`src/rtl/busy_pkg.sv`:
```
// busy_pkg: shared constants for the crate busy combiner.
// Assumes nothing beyond integer parameter arithmetic.
package busy_pkg;
    localparam int SRC_W    = 5;
    localparam int SRC_SLOT = 0;
    localparam int SRC_EXT  = 1;
    localparam int SRC_INT  = 2;
    localparam int SRC_TEST = 3;
    localparam int SRC_OUT  = 4;

    // Number of clock cycles in a stretch window of ms milliseconds
    function automatic int stretch_cycles(input int clk_hz, input int ms);
        return (clk_hz / 1000) * ms;
    endfunction
endpackage

```
`src/rtl/busy_sync.sv`:
```
// busy_sync: two-flop synchroniser for a vector of asynchronous levels.
// Assumes each bit is an independent level; no bus coherency is implied.
// RST_VAL selects the idle value loaded by reset (all ones for active-low lines).
module busy_sync #(
    parameter int           W       = 1,
    parameter logic [W-1:0] RST_VAL = '0
) (
    input  logic         clk,
    input  logic         rst_n,
    input  logic [W-1:0] d,
    output logic [W-1:0] q
);
    logic [W-1:0] meta_q;
    logic [W-1:0] stab_q;

    // Two-stage capture of the asynchronous levels
    always_ff @(posedge clk) begin
        if (!rst_n) begin
            meta_q <= RST_VAL;
            stab_q <= RST_VAL;
        end else begin
            meta_q <= d;
            stab_q <= meta_q;
        end
    end

    assign q = stab_q;
endmodule

```
`src/rtl/busy_merge.sv`:
```
// busy_merge: masks slot busies, merges the enabled terms and registers
// the crate busy together with the source status word.
// Assumes all inputs are synchronous to clk (slot/ext already synchronised).
module busy_merge
    import busy_pkg::*;
#(
    parameter int N_SLOTS = 16,
    parameter int N_EXT   = 2,
    parameter int N_INT   = 2
) (
    input  logic               clk,
    input  logic               rst_n,
    input  logic [N_SLOTS-1:0] slot_busy,
    input  logic [N_SLOTS-1:0] slot_mask,
    input  logic [N_EXT-1:0]   ext_busy,
    input  logic [N_INT-1:0]   int_busy,
    input  logic               test_busy,
    input  logic               en_slot,
    input  logic               en_ext,
    input  logic               en_int,
    input  logic               standalone,
    output logic               busy_o,
    output logic [SRC_W-1:0]   status_src_o
);
    logic slot_any;
    logic ext_any;
    logic int_any;
    logic busy_next;
    logic [SRC_W-1:0] src_next;

    // Reduce each source group and combine under the enables
    always_comb begin
        slot_any  = |(slot_busy & ~slot_mask);
        ext_any   = |ext_busy;
        int_any   = |int_busy;
        busy_next = (en_slot & slot_any)
                  | (en_ext  & ext_any)
                  | (en_int  & (int_any | test_busy))
                  | standalone;
        src_next           = '0;
        src_next[SRC_SLOT] = slot_any;
        src_next[SRC_EXT]  = ext_any;
        src_next[SRC_INT]  = int_any;
        src_next[SRC_TEST] = test_busy;
        src_next[SRC_OUT]  = busy_next;
    end

    // Output register for the crate busy and the status word
    always_ff @(posedge clk) begin
        if (!rst_n) begin
            busy_o       <= 1'b0;
            status_src_o <= '0;
        end else begin
            busy_o       <= busy_next;
            status_src_o <= src_next;
        end
    end
endmodule

```
`src/rtl/vis_stretch.sv`:
```
// vis_stretch: keeps an indicator on for N cycles after the last active
// trigger cycle; the counter reloads on every active trigger cycle.
// Assumes trig is synchronous and N >= 1.
module vis_stretch #(
    parameter int N     = 10,
    parameter int CNT_W = $clog2(N + 1)
) (
    input  logic clk,
    input  logic rst_n,
    input  logic trig,
    output logic led_o
);
    logic [CNT_W-1:0] cnt_q;

    // Reload on trigger, otherwise count down to zero
    always_ff @(posedge clk) begin
        if (!rst_n) begin
            cnt_q <= '0;
        end else if (trig) begin
            cnt_q <= CNT_W'(N);
        end else if (cnt_q != '0) begin
            cnt_q <= cnt_q - 1'b1;
        end
    end

    assign led_o = (cnt_q != '0);
endmodule

```
`src/rtl/crate_busy_combiner.sv`:
```
// crate_busy_combiner: crate-level busy from masked slot busies, external
// and internal busies, with stand-alone forcing and stretched indicators.
// Assumes slot and external inputs are asynchronous; everything else is
// synchronous to clk. Reset is synchronous and active low.
module crate_busy_combiner
    import busy_pkg::*;
#(
    parameter int N_SLOTS    = 16,
    parameter int CLK_HZ     = 100_000_000,
    parameter int STRETCH_MS = 60
) (
    input  logic               clk,
    input  logic               rst_n,
    input  logic [N_SLOTS-1:0] slot_busy_n,
    input  logic [N_SLOTS-1:0] slot_mask,
    input  logic               en_slot,
    input  logic               en_ext,
    input  logic               en_int,
    input  logic               ext_busy_nim,
    input  logic               ext_busy_ecl,
    input  logic               int_deadtime,
    input  logic               int_burst,
    input  logic               test_busy,
    input  logic               standalone,
    output logic               busy_o,
    output logic [N_SLOTS-1:0] status_slot_o,
    output logic [SRC_W-1:0]   status_src_o,
    output logic               led_slot_o,
    output logic               led_module_o
);
    localparam int STRETCH_N = (stretch_cycles(CLK_HZ, STRETCH_MS) < 1) ? 1
                             : stretch_cycles(CLK_HZ, STRETCH_MS);
    localparam int N_EXT = 2;
    localparam int N_INT = 2;
    localparam int N_LED = 2;

    logic [N_SLOTS-1:0] slot_n_sync;
    logic [N_EXT-1:0]   ext_sync;
    logic [N_LED-1:0]   led_trig;
    logic [N_LED-1:0]   led_out;

    // Slot lines idle high, so reset the synchroniser to all ones
    busy_sync #(.W(N_SLOTS), .RST_VAL({N_SLOTS{1'b1}})) u_slot_sync (
        .clk(clk), .rst_n(rst_n), .d(slot_busy_n), .q(slot_n_sync)
    );

    busy_sync #(.W(N_EXT), .RST_VAL('0)) u_ext_sync (
        .clk(clk), .rst_n(rst_n), .d({ext_busy_ecl, ext_busy_nim}), .q(ext_sync)
    );

    assign status_slot_o = ~slot_n_sync;

    busy_merge #(.N_SLOTS(N_SLOTS), .N_EXT(N_EXT), .N_INT(N_INT)) u_merge (
        .clk          (clk),
        .rst_n        (rst_n),
        .slot_busy    (~slot_n_sync),
        .slot_mask    (slot_mask),
        .ext_busy     (ext_sync),
        .int_busy     ({int_burst, int_deadtime}),
        .test_busy    (test_busy),
        .en_slot      (en_slot),
        .en_ext       (en_ext),
        .en_int       (en_int),
        .standalone   (standalone),
        .busy_o       (busy_o),
        .status_src_o (status_src_o)
    );

    // Indicator channel 0: slot busy, channel 1: module busy
    assign led_trig = {busy_o, status_src_o[SRC_SLOT]};

    for (genvar g = 0; g < N_LED; g++) begin : g_led
        vis_stretch #(.N(STRETCH_N)) u_stretch (
            .clk(clk), .rst_n(rst_n), .trig(led_trig[g]), .led_o(led_out[g])
        );
    end

    assign led_slot_o   = led_out[0];
    assign led_module_o = led_out[1];
endmodule

```
`config.mk`:
```
export PLATFORM = sky130hd
export DESIGN_NAME = crate_busy_combiner
export DESIGN_NICKNAME = d
export VERILOG_FILES = /design/src/rtl/busy_pkg.sv /design/src/rtl/busy_sync.sv /design/src/rtl/busy_merge.sv /design/src/rtl/vis_stretch.sv /design/src/rtl/crate_busy_combiner.sv
export SDC_FILE = /design/constraint.sdc
export NUM_CORES = 1
export LEC_CHECK = 0
export BUFFER_PORTS_ARGS = -buffer_cell sky130_fd_sc_hd__buf_2
export CORE_UTILIZATION = 55
export DETAILED_ROUTE_END_ITERATION = 12
export PLACE_DENSITY_LB_ADDON = 0.05
export SLEW_MARGIN = 15
export SYNTH_ARGS = -nofsm -noshare
export SYNTH_HDL_FRONTEND = slang
export SYNTH_HIERARCHICAL = 1
export SYNTH_SLANG_ARGS = --single-unit
export TNS_END_PERCENT = 30
```
`constraint.sdc`:
```
create_clock -name clk -period 2.6 [get_ports clk]
set_input_delay 0.65 -clock clk [delete_from_list [all_inputs] [get_ports clk]]
set_output_delay 0.65 -clock clk [all_outputs]
set_load 0.02 [all_outputs]
```
==> flow_summary.toml <==
[status]
outcome = "completed"

[synthesis]
post_synth_inst_count = 400
ys_top_cells_by_area = "sky130_fd_sc_hd__dfxtp_1 (46%), sky130_fd_sc_hd__nand2b_1 (6.1%), sky130_fd_sc_hd__o31a_1 (5.5%), sky130_fd_sc_hd__nor4_1 (3.0%), sky130_fd_sc_hd__o21a_1 (2.6%)"
yosys_register_bits = 87
synth_flop_cell = "sky130_fd_sc_hd__dfxtp_1"
syn_avg_cell_area_um2 = 9.49
synthArstFlopShare = 0
synth_edf_count = 0
synth_warnings = 6
yosys.area.top_type_share = 0.459
synthesis.nets = 447
synth.distinct_cells = 42
seq_area_frac_synth = 0.459
syn-cell-area_mm2 = 0.00380
synth_area_leader_cell = "sky130_fd_sc_hd__dfxtp_1"

[timing]
fin_crit_sh = 0.999
relSlewSlack = 0.595
finalClockSkew_ns = 0.00672
finalSetupViolCount = 0
timing.final.max_slew_violations = 0
maximum_clock_frequency_mhz = 385
timing.final.hold_violations = 0
rsz_0062_raised_after_global_routing = "true"
tightestPinTransition_ns = 0.603
layout_min_cycle_time_ns = 2.60
hold_ws_ns = 0.412

[drt]
avgRoutedWirePerCell_um = 13.8
wl_um = 7690
vias_per_cell = 5.56
drcViolationCount = 0
via_count = 3107
pre_antenna_drt_iters = 4
violation_count_after_the_first_detailed_route_iteration = 91
ant_nets = 0

[layout]
most_frequent_cells_in_the_layout = "sky130_fd_sc_hd__dfxtp_1 (82), sky130_fd_sc_hd__buf_2 (64), sky130_fd_sc_hd__nand2b_1 (37)"
drive_gt1_frac = 0.266
final_util = 0.683
area.sequential_mm2 = 0.00175
finalNetCount = 524
finish.cell_count_without_fillers = 559
area.growth.synth_to_final_pct = 16.8
final_common_cell = "sky130_fd_sc_hd__dfxtp_1"
final_cell_area_mm2 = 0.00444
fillerInstances = 557
num_antenna_cells = 0
combined_area_of_the_multi_input_logic_cells_mm2 = 0.00183

[placed_design]
finalWeightedCongestion = 0.864
placed_cells = 539
placed_cell_area_mm2 = 0.00419
place.port_buffers = 66
dp_hpwl_um = 5440

[setup_path]
regToRegEndpoint = "g_led[1].u_stretch/cnt_q[15]"
crit_slowest_cell = "sky130_fd_sc_hd__or4_4"
cp.required_ns = 1.95
arr_time_crit_path_ns = 1.95
rrSetupSlack_ns = 0.44
worst_r2r_path_depth = 5
crit_path_cell_trace = "or4_4 > or3_4 > nor3_4 > inv_2 > buf_4"
critPathKind = "reg -> out"
critical_path.startpoint_type = "register"
crit_fanout = 6
r2r-start = "g_led[1].u_stretch/cnt_q[1]"
critical_path.max_stage_delay_ns = 0.54
endpoint_kind = "output port"

[cts]
cts_tree = "done"
cts.hold.buffers_added = 0
cts_root_buf = "sky130_fd_sc_hd__clkbuf_8"
max-clock-path-buffers = 2
clock_insertion_delay_worst_skew_ns = 0.34
cts-htree-levels = 3
number_of_buffers_inserted_during_clock_tree_synthesis = 9
tritoncts_num_sinks = 87
worst_setup_hold_path_clk_slew_ns = 0.09

[global_route]
grt_max_degree = 24
grt_antenna_before_repair = 0
remaining_overflow_grt = 0
wire_length_of_the_first_global_routing_pass_um = 13700
grtUsageTotal = 0.233
via_count_of_the_first_global_routing_pass = 3114

[worst_hold_path]
min_delay_src = "u_slot_sync/meta_q[5]"
timing.hold.worst_endpoint = "u_slot_sync/q[5]"
hold_class = "reg -> reg"
timing.hold.worst_path_depth = 1

[die]
core_region_area_mm2 = 0.00649
pin_count = 67
num_rows = 29
die_outline_area_mm2 = 0.00724
floorplan.initialDensity = 0.585
dieHeight_um = 85.1
dieWidth_um = 85.1

[flow_run]
timing.max_cap.violations = 0

[power]
p_per_area_mw_per_mm2 = 744
design_power_total_mw = 3.30
leakagePower_nw = 1.94
vdd_drop_max_uv = 419
-- Yosys cell counts, drive strengths merged (5+ instances only) --
cell / count
nor2b: 14
or3: 14
a31o: 5
inv: 26
or4: 8
dfxtp: 87
xnor2: 8
nand2: 12
buf: 12
nor3: 14
nor2: 22
and2: 8
clkbuf: 6
a21oi: 12
nor4: 18
nand2b: 37
o31a: 24
o21ai: 12
o21a: 13
nand4: 5
-- layer usage --
layer / global-route usage / vias to the layer above / wire (um)
met3: 0.0399 / 10 / 226
met1: 0.277 / 1454 / 3400
met5: 0 / - / 0
li1: - / 1588 / -
met4: 0.116 / 0 / 123
met2: 0.408 / 55 / 3940
-- registers in the layout, indices dropped and copies added, names as in the netlist --
register / count
g_led.u_stretch/cnt_q: 46
u_ext_sync/meta_q: 2
u_ext_sync/q: 2
u_merge/busy_o: 1
u_merge/status_src_o: 4
u_slot_sync/meta_q: 16
u_slot_sync/q: 16
-- per-stage QoR --
step	worst slack (ns)	setup TNS, ns
global placement	0.213	0
detailed placement	0.185	0
floorplan	0.127	0
CTS	-0.0184	-0.0265
finish	0.00389	0
global route	-0.0866	-0.150
-- kinds of logic after synthesis --
kind of cell,share of synthesized area
flip-flops,0.459
XOR/XNOR,0.0277
adder cells (fa/ha/maj),0.0132
AND/OR/NAND/NOR,0.263
AO/OA/AOI/OAI,0.176
buffers and inverters,0.0613
-- repair_timing --
item / 4_1_cts / 5_1_grt
setup endpoints to repair: 2 / 2
setup buffers: 4 / 0
pin swaps: 3 / 0
resized for setup: 11 / 1
-- critical path, delay by kind of cell (launching register included) --
family / cells / cell delay, ns
DFF: 1 / 0.35
buffers and inverters: 2 / 0.20
and+or+nand+nor: 3 / 1.05
-- power breakdown --
| group | internal [mW] | switching [mW] |
|---|---|---|
| Sequential | 1.47 | 0.129 |
| Clock | 0.380 | 0.484 |
| Combinational | 0.387 | 0.456 |
| Total | 2.23 | 1.07 |
-- worst max-delay path by stage --
stage | startpoint | to | slack [ns]
floorplan | g_led[1].u_stretch/cnt_q[14] | led_module_o | 0.13
global placement | g_led[0].u_stretch/cnt_q[14] | led_slot_o | 0.21
detailed placement | g_led[1].u_stretch/cnt_q[14] | led_module_o | 0.18
CTS | g_led[1].u_stretch/cnt_q[15] | led_module_o | -0.02
global route | g_led[1].u_stretch/cnt_q[15] | led_module_o | -0.09
finish | g_led[1].u_stretch/cnt_q[15] | led_module_o | 0.004
-- final cells by class --
type	instances	area share
clock inverters	6	0.00987
flip-flops and latches	87	0.395
repair buffers	84	0.107
well taps	77	0.0217
inverters	26	0.0220
multi-input cells	269	0.413
clock buffers	10	0.0310
Note: power is estimated with default switching activity, not from simulation.
